## src/rtl/pfc_sup_pkg.sv

```systemverilog
package pfc_sup_pkg;

    typedef enum logic [1:0] {
        ST_OFF       = 2'd0,
        ST_STANDBY   = 2'd1,
        ST_SOFTSTART = 2'd2,
        ST_RUN       = 2'd3
    } sup_state_e;

    // Resynchronised comparator view, one bit per threshold
    typedef struct packed {
        logic sup_on;   // supply above turn-on level
        logic sup_ok;   // supply above turn-off level
        logic fb_olp;   // feedback above open-loop level
        logic fb_uv;    // feedback above under-voltage level
        logic fb_ss;    // feedback at/above end-of-soft-start
        logic fb_lo;    // feedback above lower window edge
        logic fb_hi;    // feedback above upper window edge
    } sense_t;

    localparam int SENSE_W = $bits(sense_t);

endpackage

```

## src/rtl/pfc_flag_sync.sv

```systemverilog
module pfc_flag_sync #(
    parameter int W      = 7,
    parameter int STAGES = 2
) (
    input  logic         clk,
    input  logic         rst_n,
    input  logic [W-1:0] async_i,
    output logic [W-1:0] sync_o
);
    localparam int LAST = STAGES - 1;

    logic [STAGES-1:0][W-1:0] chain_q;

    generate
        for (genvar g = 0; g < STAGES; g++) begin : g_stage
            if (g == 0) begin : g_first
                always_ff @(posedge clk or negedge rst_n) begin
                    if (!rst_n) chain_q[g] <= '0;
                    else        chain_q[g] <= async_i;
                end
            end else begin : g_next
                always_ff @(posedge clk or negedge rst_n) begin
                    if (!rst_n) chain_q[g] <= '0;
                    else        chain_q[g] <= chain_q[g-1];
                end
            end
        end
    endgenerate

    assign sync_o = chain_q[LAST];

endmodule

```

## src/rtl/pfc_seq_fsm.sv

```systemverilog
module pfc_seq_fsm
    import pfc_sup_pkg::*;
(
    input  logic       clk,
    input  logic       rst_n,
    input  sense_t     sense_i,
    output sup_state_e state_o,
    output logic       switching_nxt_o,
    output logic       gate_en_o,
    output logic       ss_sel_o,
    output logic       icomp_force_o
);
    sup_state_e state_q, state_d;
    logic       gate_q, ss_q, force_q;

    // Next-state decision
    always_comb begin
        state_d = state_q;
        unique case (state_q)
            ST_OFF: begin
                if (sense_i.sup_on)
                    state_d = sense_i.fb_olp ? ST_SOFTSTART : ST_STANDBY;
            end
            ST_STANDBY: begin
                if (!sense_i.sup_ok)     state_d = ST_OFF;
                else if (sense_i.fb_olp) state_d = ST_SOFTSTART;
            end
            ST_SOFTSTART: begin
                if (!sense_i.sup_ok)      state_d = ST_OFF;
                else if (!sense_i.fb_olp) state_d = ST_STANDBY;
                else if (sense_i.fb_ss)   state_d = ST_RUN;
            end
            ST_RUN: begin
                if (!sense_i.sup_ok)                         state_d = ST_OFF;
                else if (!sense_i.fb_olp || !sense_i.fb_uv)  state_d = ST_STANDBY;
            end
            default: state_d = ST_OFF;
        endcase
    end

    // State register
    always_ff @(posedge clk or negedge rst_n) begin
        if (!rst_n) state_q <= ST_OFF;
        else        state_q <= state_d;
    end

    // Output register, decoded from the upcoming state
    always_ff @(posedge clk or negedge rst_n) begin
        if (!rst_n) begin
            gate_q  <= 1'b0;
            ss_q    <= 1'b0;
            force_q <= 1'b0;
        end else begin
            unique case (state_d)
                ST_OFF, ST_STANDBY: begin
                    gate_q  <= 1'b0;
                    ss_q    <= 1'b0;
                    force_q <= 1'b1;
                end
                ST_SOFTSTART: begin
                    gate_q  <= 1'b1;
                    ss_q    <= 1'b1;
                    force_q <= 1'b0;
                end
                ST_RUN: begin
                    gate_q  <= 1'b1;
                    ss_q    <= 1'b0;
                    force_q <= 1'b0;
                end
                default: begin
                    gate_q  <= 1'b0;
                    ss_q    <= 1'b0;
                    force_q <= 1'b1;
                end
            endcase
        end
    end

    assign state_o         = state_q;
    assign switching_nxt_o = (state_d == ST_SOFTSTART) || (state_d == ST_RUN);
    assign gate_en_o       = gate_q;
    assign ss_sel_o        = ss_q;
    assign icomp_force_o   = force_q;


    lockout_to_off_chk: assert property (@(posedge clk) disable iff (!rst_n)
        !sense_i.sup_ok |=> (state_q == ST_OFF) && !gate_q);


    off_hold_chk: assert property (@(posedge clk) disable iff (!rst_n)
        (state_q == ST_OFF) && !sense_i.sup_on |=> state_q == ST_OFF);


    run_uv_shutdown_chk: assert property (@(posedge clk) disable iff (!rst_n)
        (state_q == ST_RUN) && sense_i.sup_ok && !sense_i.fb_uv |=> state_q == ST_STANDBY);


    soft_uv_ignored_chk: assert property (@(posedge clk) disable iff (!rst_n)
        (state_q == ST_SOFTSTART) && sense_i.sup_ok && sense_i.fb_olp && !sense_i.fb_ss
        |=> state_q == ST_SOFTSTART);


    standby_restart_chk: assert property (@(posedge clk) disable iff (!rst_n)
        (state_q == ST_STANDBY) && sense_i.sup_ok && sense_i.fb_olp |=> state_q == ST_SOFTSTART);

endmodule

```

## src/rtl/pfc_window_req.sv

```systemverilog
module pfc_window_req
    import pfc_sup_pkg::*;
(
    input  logic   clk,
    input  logic   rst_n,
    input  sense_t sense_i,
    input  logic   switching_i,
    output logic   ovp_req_o,
    output logic   win_uv_req_o,
    output logic   win_ov_req_o
);
    logic ovp_q, wuv_q, wov_q;

    always_ff @(posedge clk or negedge rst_n) begin
        if (!rst_n) begin
            ovp_q <= 1'b0;
            wuv_q <= 1'b0;
            wov_q <= 1'b0;
        end else begin
            ovp_q <= switching_i && sense_i.fb_hi;
            wuv_q <= switching_i && !sense_i.fb_lo;
            wov_q <= switching_i && sense_i.fb_hi;
        end
    end

    assign ovp_req_o    = ovp_q;
    assign win_uv_req_o = wuv_q;
    assign win_ov_req_o = wov_q;

endmodule

```

## src/rtl/pfc_supervisor.sv

```systemverilog
module pfc_supervisor
    import pfc_sup_pkg::*;
#(
    parameter int SYNC_STAGES = 2
) (
    input  logic clk,
    input  logic rst_n,
    input  logic sup_above_on_i,
    input  logic sup_above_off_i,
    input  logic fb_above_olp_i,
    input  logic fb_above_uv_i,
    input  logic fb_above_ss_i,
    input  logic fb_above_lo_i,
    input  logic fb_above_hi_i,
    output logic gate_en_o,
    output logic ss_sel_o,
    output logic icomp_force_o,
    output logic ovp_req_o,
    output logic win_uv_req_o,
    output logic win_ov_req_o
);
    logic [SENSE_W-1:0] raw_flags, sync_flags;
    sense_t             sense;
    sup_state_e         state;
    logic               switching_nxt;

    assign raw_flags = {sup_above_on_i, sup_above_off_i, fb_above_olp_i, fb_above_uv_i,
                        fb_above_ss_i, fb_above_lo_i, fb_above_hi_i};

    pfc_flag_sync #(.W(SENSE_W), .STAGES(SYNC_STAGES)) i_sync (
        .clk     (clk),
        .rst_n   (rst_n),
        .async_i (raw_flags),
        .sync_o  (sync_flags)
    );

    assign sense = sense_t'(sync_flags);

    pfc_seq_fsm i_fsm (
        .clk             (clk),
        .rst_n           (rst_n),
        .sense_i         (sense),
        .state_o         (state),
        .switching_nxt_o (switching_nxt),
        .gate_en_o       (gate_en_o),
        .ss_sel_o        (ss_sel_o),
        .icomp_force_o   (icomp_force_o)
    );

    pfc_window_req i_win (
        .clk          (clk),
        .rst_n        (rst_n),
        .sense_i      (sense),
        .switching_i  (switching_nxt),
        .ovp_req_o    (ovp_req_o),
        .win_uv_req_o (win_uv_req_o),
        .win_ov_req_o (win_ov_req_o)
    );


    gate_force_excl_chk: assert property (@(posedge clk) disable iff (!rst_n)
        !(gate_en_o && icomp_force_o));


    ovp_needs_gate_chk: assert property (@(posedge clk) disable iff (!rst_n)
        ovp_req_o |-> gate_en_o);


    window_excl_chk: assert property (@(posedge clk) disable iff (!rst_n)
        $countones({win_uv_req_o, win_ov_req_o}) <= 1);


    window_needs_gate_chk: assert property (@(posedge clk) disable iff (!rst_n)
        (win_uv_req_o || win_ov_req_o) |-> gate_en_o);


    ss_in_soft_chk: assert property (@(posedge clk) disable iff (!rst_n)
        ss_sel_o |-> (state == ST_SOFTSTART));

endmodule

```

## config.mk

```make
export PLATFORM = sky130hd
export DESIGN_NAME = pfc_supervisor
export DESIGN_NICKNAME = d
export VERILOG_FILES = /design/src/rtl/pfc_sup_pkg.sv /design/src/rtl/pfc_flag_sync.sv /design/src/rtl/pfc_seq_fsm.sv /design/src/rtl/pfc_window_req.sv /design/src/rtl/pfc_supervisor.sv
export SDC_FILE = /design/constraint.sdc
export NUM_CORES = 1
export LEC_CHECK = 0
export CAP_MARGIN = 20
export CORE_UTILIZATION = 43
export CTS_CLUSTER_SIZE = 28
export DETAILED_ROUTE_END_ITERATION = 8
export DONT_BUFFER_PORTS = 1
export PLACE_DENSITY = 0.69
export SETUP_SLACK_MARGIN = 0.1
export SLEW_MARGIN = 20
export SYNTH_ARGS = -nofsm -noshare
export SYNTH_HDL_FRONTEND = slang
export SYNTH_SLANG_ARGS = --single-unit
```

## constraint.sdc

```tcl
create_clock -name clk -period 2.4 [get_ports clk]
set_input_delay 0.12 -clock clk [delete_from_list [all_inputs] [get_ports clk]]
set_output_delay 0.12 -clock clk [all_outputs]
set_load 0.05 [all_outputs]
```

# == Word level (Yosys, flattened, before mapping) ==
# Index checks and enable logic that the tools add are counted.
# Widths: inputs -> output; s select.
# totals
inputBits,9
regBits,21
out_inout_bits,6
word_cells,39
# classes
muxes,13
n_reduce_logical,12
eq_ne,6
# ops
operator,count
$mux 2,9
$eq 2x2->1 const B,4
$pmux 2 s4,1
$pmux 1 s2,3
$eq 2x1->1 const B,2
$logic_not 2->1,2
$reduce_or 2->1,2
$logic_not 1->1,3
$reduce_or 3->1,1
$logic_and 1x1->1,2
$logic_or 1x1->1,2

# == Depth between registers and ports, before layout ==
# Gate-level depths: netlist of the first run.
# logic_depth
ltp_word,8
ltp_mapped,3
depth_no_buf,2

# == Modules after synthesis ==
# A second synthesis of the first run with hierarchy kept.
# hier_totals
hier_cells,40
area_unflattened_um2,660.6
# modules_own_cells
module,area_per_inst_um2,cells_each,instances,seq_area_each_um2
pfc_flag_sync,402.9,21,1,350.3
pfc_seq_fsm,180.2,14,1,100.1
pfc_window_req,77.6,5,1,50.0

# == Worst setup path after synthesis of the first run ==
# OpenSTA, ideal clock, no wires.
# synth_path
kind,register to register
start,register i_fsm.state_q[0] (netlist: i_fsm.state_o[0])
end,register i_fsm.force_q (netlist: i_fsm.icomp_force_o)
period_less_slack_ns,1.266
stages_incl_launch_ff,4
setup_time_ns,0.124
slack_ns,1.134
arrival_ns,1.142
path_buffers,1
required_time_ns,2.276
cell_sequence,dfrtp_1 -> or3b_1 -> clkbuf_2 -> a211o_1
# synth_between
elab_chain_len,7
word_cells_on_any_way,20
cone_classes,6 x eq/ne; 10 x mux; 4 x reduce/logical
# synth_rtl
item,line,source
"start, declared",pfc_seq_fsm.sv:13,"sup_state_e state_q, state_d;"
"start signal, assigned",pfc_seq_fsm.sv:44,else state_q <= state_d;
$mux 2,pfc_seq_fsm.sv:31,else if (sense_i.fb_ss) state_d = ST_RUN;
$mux 2,pfc_seq_fsm.sv:30,else if (!sense_i.fb_olp) state_d = ST_STANDBY;
$mux 2,pfc_seq_fsm.sv:29,if (!sense_i.sup_ok) state_d = ST_OFF;
$pmux 2 s4 *,pfc_seq_fsm.sv:19,unique case (state_q)
$eq 2x2->1 (tied with other cells),pfc_seq_fsm.sv:54,unique case (state_d)
"$reduce_or 2->1, on equally long branches",-,
$pmux 1 s2 *,pfc_seq_fsm.sv:54,
"end signal, assigned",pfc_seq_fsm.sv:52,force_q <= 1'b0;
"end signal, assigned",pfc_seq_fsm.sv:58,force_q <= 1'b1;
"end signal, assigned",pfc_seq_fsm.sv:63,force_q <= 1'b0;
"end, declared",pfc_seq_fsm.sv:14,"logic gate_q, ss_q, force_q;"
# Mark *: on every way between the ends. The rest lies on a longest branch, timed or not.

# == Worst setup path after layout of the first run ==
# Same ends and word-level chain as after synthesis.

==> flow_summary.toml, run 1 <==
[drt]
drc = 0
vias = 340
post_drt_wl_per_cell_um = 12.1
vias_per_cell = 5.31
finalWirelength_um = 772
drtIter0Drc = 1
dr.pass1.iters = 2
ant_nets = 0

[logic_synthesis]
synthesis.area_sq_um = 652
ys_types = 16
synth_top_cells_by_area = "dfrtp_1 81%, a211oi_1 4.6%, or4bb_1 1.7%"
synth_seq_cells = 21
synth_most_common_cell = "dfrtp_1"
syn_inst = 39
yosys_warnings = 0
syn_avg_cell_area_sq_um = 16.7
synth_top_area_share_pct = 80.6
yosysTopAreaCell = "dfrtp_1"
async_reset_ff_share_pct = 100
yosys_most_used_dff = "dfrtp_1"
ys_seq_area_share_pct = 80.6
synth_common_cells = "21 x dfrtp_1, 4 x a211oi_1"
synth_edf_count = 0
syn-num-nets = 48

[power]
p_leak_nw = 0.341
ir_drop_mv = 0.439
p_per_area_mw_per_mm2 = 823
power.total_uw = 629

[critical_path]
critPathTopFamily = "simple AND/OR/NAND/NOR gates"
end_kind = "flip-flop"
slowest_delay_ns = 0.50
path_cells = "or3b_1 > a211o_1"
crit_fanout = 7
arrival_ns = 1.53
slowest_stage = "or3b_1"
crit_buf_inv = 0
reg2reg_from = "i_fsm.state_o[0]$_DFF_PN0_"
cp_data_required_time_ns = 2.59
r2r_end = "i_fsm.icomp_force_o$_DFF_PN0_"
worstSetupPathType = "reg -> reg"
reg2regPathDepth = 2
rrSetupSlack_ns = 1.06
critPathLaunchType = "flip-flop"

[clock_tree]
clk_path_buf_depth = 2
cts_buffers = 3
cts_max_level = 1
clock-sinks = 21
path_clk_slew_ns = 0.10
clock_latency_ns = 0.29
cts_tree = "done"
cts_resized = 0
cts_root_buf = "clkbuf_4"

[die]
core-area_sq_mm = 0.00135
ios = 15
chipHeight_um = 40.9
die-area_sq_mm = 0.00168
initial_core_util_pct = 48.3
die_x_um = 40.9
rows = 13

[layout]
fin_util_pct = 56.6
layout.cells.non_filler = 64
diodes = 0
area_growth_pct = 17.3
drive_gt1_share_pct = 8.16
fin_nets = 59
n_fill_cell = 120

[grt]
antenna_found_initial = 0
grt_max_degree = 22
gr-usage-all-layers_pct = 13.6
grt_overflow = 0
grt_pass1_wl_mm = 1.33
grt_pass1_vias = 320

[placement]
post-place-cells = 52
dp_hpwl_um = 513
placement.io_buffers = 0
place_congestion = 0.655

[min_path]
min_path_type = "reg -> reg"
min-delay-start = "i_sync.chain_q[1]$_DFF_PN0_"
worst_hold_path.num_cells = 0
whs_endpoint = "i_sync.sync_o[1]$_DFF_PN0_"

[sta]
hold_viol = 0
setup_violations = 0
clock.fmax_mhz = 745
fin_crit_ns = 1.34
fin_tns_setup_ns = 0
rsz0062_at_grt = "false"
period_share_pct = 56.0
clock_skew_ns = 0.00414
worstMarginPinSlew_ns = 0.862
slew_headroom_pct = 42.6
final_max_slew_viol_count = 0

[run]
max_cap_violations = 0

[status]
status = "complete, no violations"
cells by family after synthesis:
family	share of synthesized area, %
AO/OA/AOI/OAI	9.60
buffers and inverters	2.49
flip-flops	80.6
AND/OR/NAND/NOR	7.29
layout by cell type (no fill, tap or decap):
cell type       n
dfrtp_1        21
dlygate4sd3_1   8
a211oi_1        4
clkbuf_4        3
or3b_1          1
o21ai_1         1
o21ai_0         1
a22oi_1         1
and3b_2         1
inv_1           1
a211o_1         1
nand3b_1        1
or4bb_1         1
a31oi_1         1
nand2_1         1
nand2b_1        1
clkbuf_1        1
report_power, final:
group	internal (mW)	switching, mW	total [mW]
combinational	0.0209	0.0213	0.0423
sequential	0.378	0.0495	0.428
clock	0.0647	0.0946	0.159
total	0.464	0.165	0.629
metal layers:
metal  vias to the layer above  global-route usage [%]  part of all wire, %
met5                         -                       0                    0
met4                         0                    12.5                 0.78
met3                         2                    4.89                  6.1
met2                        14                    21.1                   55
met1                       168                    14.1                   38
li1                        156                       -                    -
final cells by class:
cell class / instances / area (sq um) / share of cell area, %
clock buffers: 4 / 26.3 / 3.44
well taps: 15 / 18.8 / 2.45
multi-input cells: 15 / 110 / 14.4
inverters: 1 / 3.75 / 0.491
repair buffers: 8 / 80.1 / 10.5
flip-flops and latches: 21 / 526 / 68.7
per-stage QoR:
step / area, sq um / setup slack [ns] / hold WS (ns)
2_1_floorplan: 652 / 1.13 / -0.176
3_3_place_gp: 658 / 1.13 / -0.175
3_5_place_dp: 658 / 1.07 / -0.175
4_1_cts: 764 / 1.04 / 0.354
5_1_grt: 764 / 1.00 / 0.354
6_report: 764 / 1.06 / 0.359
state kept, by name, indices dropped and copies added (netlist names):
name,cells
i_fsm.icomp_force_o,1
i_sync.sync_o,7
i_win.win_ov_req_o,1
i_sync.chain_q,7
i_fsm.ss_sel_o,1
i_fsm.state_o,2
i_win.win_uv_req_o,1
i_fsm.gate_en_o,1
worst register-to-register path, cell delays in order, from the launching register on:
cell and delay [ns]:
dfrtp_1 0.43, or3b_1 0.50, a211o_1 0.31
repair_timing:
item	CTS	global route
hold endpoints to repair	28	0
hold buffers	8	0
buffers inserted	0	0
worst max path at each step:
stage	from	endpoint	slack (ns)	cells after the start
floorplan	i_fsm.state_o[0]$_DFF_PN0_	i_fsm.icomp_force_o$_DFF_PN0_	1.13	3
finish	i_fsm.state_o[0]$_DFF_PN0_	i_fsm.icomp_force_o$_DFF_PN0_	1.06	2
global route	i_fsm.state_o[0]$_DFF_PN0_	i_fsm.icomp_force_o$_DFF_PN0_	1.00	2
CTS	i_win.win_ov_req_o$_DFF_PN0_	ovp_req_o	1.04	0
global placement	i_fsm.state_o[0]$_DFF_PN0_	i_fsm.icomp_force_o$_DFF_PN0_	1.13	2
detailed placement	i_fsm.state_o[0]$_DFF_PN0_	i_fsm.icomp_force_o$_DFF_PN0_	1.07	2
Note: power is estimated with default switching activity, not from simulation.
==> run 2, diff against run 1 <==
clock period = 1.3 ns   (was 2.4 ns; I/O delays follow)
==> flow_summary.toml, run 2 (same netlist as run 1, synthesis figures left out) <==
[critical_path]
end_kind = "flip-flop"
cp_data_required_time_ns = 1.49
crit_fanout = 7
critPathTopFamily = "flip-flops"
slowest_delay_ns = 0.43
r2r_end = "i_fsm.icomp_force_o$_DFF_PN0_"
worstSetupPathType = "reg -> reg"
critPathLaunchType = "flip-flop"
crit_buf_inv = 0
arrival_ns = 1.41
slowest_stage = "dfrtp_1"
reg2reg_from = "i_fsm.state_o[0]$_DFF_PN0_"
reg2regPathDepth = 2
path_cells = "or3b_4 > a211o_1"
rrSetupSlack_ns = 0.07

[drt]
dr.pass1.iters = 2
finalWirelength_um = 873
vias_per_cell = 5.22
vias = 350
drc = 0
post_drt_wl_per_cell_um = 13.0
drtIter0Drc = 1
ant_nets = 0

[grt]
grt_overflow = 0
antenna_found_initial = 0
grt_pass1_vias = 313
grt_pass1_wl_mm = 1.33
grt_max_degree = 22
gr-usage-all-layers_pct = 13.1

[run]
max_cap_violations = 0

[die]
rows = 13
die-area_sq_mm = 0.00168
core-area_sq_mm = 0.00135
die_x_um = 40.9
chipHeight_um = 40.9
ios = 15
initial_core_util_pct = 48.3

[layout]
final_common_cell = "dfrtp_1"
drive_gt1_share_pct = 17.3
n_fill_cell = 125
layout.cells.non_filler = 67
fin_nets = 62
diodes = 0
area_growth_pct = 21.7
finish.instance_area_sq_um = 793
final_cell_mix = "21 x dfrtp_1, 8 x dlygate4sd3_1, 4 x a211oi_1, 3 x clkbuf_4, 3 x buf_4"

[sta]
worstMarginPinSlew_ns = 0.879
setup_violations = 0
clock.fmax_mhz = 816
final_max_slew_viol_count = 0
whs_ns = 0.322
period_share_pct = 94.3
clock_skew_ns = 0.00317
rsz0062_at_grt = "true"
slew_headroom_pct = 41.2
hold_viol = 0
fin_crit_ns = 1.23
fin_tns_setup_ns = 0

[placement]
post-place-cells = 54
place_congestion = 0.668
placement.io_buffers = 0
placed_area_sq_um = 673
dp_hpwl_um = 560

[clock_tree]
clock-sinks = 21
cts_root_buf = "clkbuf_4"
clk_path_buf_depth = 2
cts_tree = "done"
clock_latency_ns = 0.29
cts_max_level = 1
cts_buffers = 3
path_clk_slew_ns = 0.11

[power]
p_per_area_mw_per_mm2 = 1500
ir_drop_mv = 0.830
p_leak_nw = 0.357
power.total_mw = 1.19

[status]
status = "complete, no violations"

[min_path]
min_path_type = "in -> reg"
min-delay-start = "fb_above_lo_i"
worst_hold_path.num_cells = 1
whs_endpoint = "i_sync.chain_q[1]$_DFF_PN0_"
==> run 2: cell count changes in the layout (fill, tap and decap cells not counted), sizes merged <==
cell / change
buf: +3
==> run 2: area by class of cell <==
cell class | count | area [sq um] | share of cell area [%]
sequential | 21 | 526 | 66.2
multi-input combinational | 15 | 116 | 14.7
timing repair buffer | 11 | 103 | 12.9
clock buffer | 4 | 26.3 | 3.31
tap | 15 | 18.8 | 2.37
inverter | 1 | 3.75 | 0.473
==> run 2: through the flow <==
step | worst slack, ns | util [%]
after floorplan | 0.0393 | -
after global placement | 0.0557 | 49.9
after detailed placement | -0.00270 | 49.9
after CTS | 0.0834 | 58.5
after global routing | 0.0437 | 58.8
final | 0.0746 | 58.8
==> run 2: layer usage <==
| layer | part of all wire (%) | up-vias | global-route usage [%] |
|---|---|---|---|
| met3 | 4.7 | 2 | 4.89 |
| met2 | 51 | 14 | 21.1 |
| li1 | - | 160 | - |
| met1 | 43 | 174 | 14.6 |
| met5 | 0 | - | 0 |
| met4 | 0.69 | 0 | 7.50 |
==> run 2: worst reg2reg max path, delay by kind of cell, from the launching register on <==
family / cells / cell delay [ns]
flops: 1 / 0.43
simple gates: 1 / 0.43
compound gates: 1 / 0.27
==> run 2: worst max-delay path by stage <==
stage | from | end | depth (start not counted)
4_1_cts | i_fsm.state_o[1]$_DFF_PN0_ | i_fsm.icomp_force_o$_DFF_PN0_ | 2
2_1_floorplan | i_fsm.state_o[1]$_DFF_PN0_ | i_fsm.icomp_force_o$_DFF_PN0_ | 3
6_report | i_fsm.state_o[0]$_DFF_PN0_ | i_fsm.icomp_force_o$_DFF_PN0_ | 2
3_5_place_dp | i_fsm.state_o[0]$_DFF_PN0_ | i_fsm.icomp_force_o$_DFF_PN0_ | 2
3_3_place_gp | i_fsm.state_o[0]$_DFF_PN0_ | i_fsm.icomp_force_o$_DFF_PN0_ | 2
5_1_grt | i_fsm.state_o[1]$_DFF_PN0_ | i_fsm.icomp_force_o$_DFF_PN0_ | 2
==> run 2: where the power goes <==
group	total, mW	switching [mW]	internal, mW
Clock	0.296	0.177	0.119
Sequential	0.770	0.0717	0.699
Combinational	0.125	0.0682	0.0571
==> run 2: what timing repair did <==
action | 4_1_cts | 5_1_grt
hold buffers | 8 | 0
buffers inserted | 1 | 0
endpoints found under the setup margin | 5 | 6
endpoints found under the hold margin | 28 | 0
gates resized for setup | 1 | 1
==> run 3, diff against run 2 <==
clock period = 1.24 ns   (was 1.3 ns; I/O delays follow)
==> flow_summary.toml, run 3 (same netlist as run 1, synthesis figures left out) <==
[sta]
rsz0062_at_grt = "true"
slew_headroom_pct = 40.9
hold_viol = 0
clock_skew_ns = 0.00647
clock.fmax_mhz = 820
final_max_slew_viol_count = 0
period_share_pct = 98.3
worst_slack_ns = 0.0210
worstMarginPinSlew_ns = 0.884
fin_crit_ns = 1.22
fin_tns_setup_ns = 0
setup_violations = 0

[grt]
antenna_found_initial = 0
grt_overflow = 0
grt_pass1_vias = 333
gr-usage-all-layers_pct = 14.7
grt_max_degree = 22
grt_pass1_wl_mm = 1.39

[clock_tree]
cts_max_level = 1
cts_buffers = 3
cts_setup_buffers = 0
cts_root_buf = "clkbuf_4"
clock-sinks = 21
clock_latency_ns = 0.30
clk_path_buf_depth = 2
cts_tree = "done"
path_clk_slew_ns = 0.11

[layout]
area_growth_pct = 22.6
fin_nets = 62
ff_latch_area_sq_um = 526
n_fill_cell = 120
drive_gt1_share_pct = 21.2
final_common_cell = "dfrtp_1"
multi_input_comb_area_sq_um = 121
final_cell_mix = "21 x dfrtp_1, 8 x dlygate4sd3_1, 3 x a211oi_1, 3 x clkbuf_4, 3 x buf_4"
fin_util_pct = 59.2
diodes = 0

[critical_path]
crit_fanout = 7
critPathTopFamily = "simple AND/OR/NAND/NOR gates"
critPathLaunchType = "flip-flop"
cp_data_required_time_ns = 1.43
path_cells = "or3b_4 > a211o_1"
arrival_ns = 1.41
worstSetupPathType = "reg -> reg"
slowest_delay_ns = 0.43
slowest_stage = "or3b_4"
end_kind = "flip-flop"
crit_buf_inv = 0

[die]
die_x_um = 40.9
chipHeight_um = 40.9
core-area_sq_mm = 0.00135
die-area_sq_mm = 0.00168
ios = 15
initial_core_util_pct = 48.3
rows = 13

[drt]
drtIter0Drc = 1
ant_nets = 0
dr.pass1.iters = 2
drc = 0
post_drt_wl_per_cell_um = 13.2
finalWirelength_um = 883
vias = 345
vias_per_cell = 5.15

[placement]
preCtsSetupSlack_ns = -0.0253
place_congestion = 0.697
placement.io_buffers = 0

[min_path]
min_path_type = "in -> reg"

[power]
ir_drop_mv = 0.862
p_leak_nw = 0.361
p_per_area_mw_per_mm2 = 1570

[status]
status = "complete, no violations"

[run]
max_cap_violations = 0
## run 3: worst reg2reg max path, delay by kind of cell, from the launching register on
kind | cells | cell delay (ns)
simple gates | 1 | 0.43
compound gates | 1 | 0.28
flops | 1 | 0.42
## run 3: repair_timing
action,in CTS,in global routing
resized for setup,2,1
endpoints found under the hold margin,28,0
setup endpoints to repair,7,7
cloned,0,0
hold buffers,8,0
pin swaps,1,3
## run 3: layout make-up
| type | instances | area share (%) |
|---|---|---|
| multi-input combinational | 15 | 15.2 |
| inverter | 1 | 0.469 |
| clock buffer | 3 | 2.82 |
| sequential | 21 | 65.7 |
| tap | 15 | 2.35 |
| timing repair buffer | 11 | 12.8 |
| clock inverter | 1 | 0.626 |
## run 3: final timing paths
check                                                endpoint  slack (ns)                         from  cells after the start
worst max-delay path            i_fsm.icomp_force_o$_DFF_PN0_        0.02   i_fsm.state_o[0]$_DFF_PN0_                      2
worst min-delay path              i_sync.chain_q[1]$_DFF_PN0_        0.31                fb_above_lo_i                      1
worst max register to register  i_fsm.icomp_force_o$_DFF_PN0_        0.02   i_fsm.state_o[0]$_DFF_PN0_                      2
worst min register to register     i_sync.sync_o[3]$_DFF_PN0_        0.35  i_sync.chain_q[3]$_DFF_PN0_                      0
max in group asynchronous         i_sync.chain_q[5]$_DFF_PN0_        0.38                        rst_n                      1
min in group asynchronous       i_fsm.icomp_force_o$_DFF_PN0_        0.32                        rst_n                      1
## run 3: per-layer routing
metal  track usage, %  wire, um
met5                0         0
met4             12.5         0
met3             4.89        52
met2             23.8       497
met1             15.0       333
## run 3: report_power, final
| group | switching, mW | total (mW) | internal (mW) |
|---|---|---|---|
| combinational | 0.0738 | 0.135 | 0.0616 |
| sequential | 0.0736 | 0.806 | 0.732 |
| clock | 0.192 | 0.312 | 0.120 |
| total | 0.339 | 1.25 | 0.914 |
## run 3: through the flow
stage                     total power, mW  hold slack (ns)  area, sq um  instances
after global routing                 1.33            0.288          800         67
after CTS                            1.27            0.287          795         67
after global placement              0.905           -0.233          681         55
after detailed placement            0.912           -0.233          681         55
after floorplan                     0.887           -0.234          652         39
final                                1.25            0.312          800         67
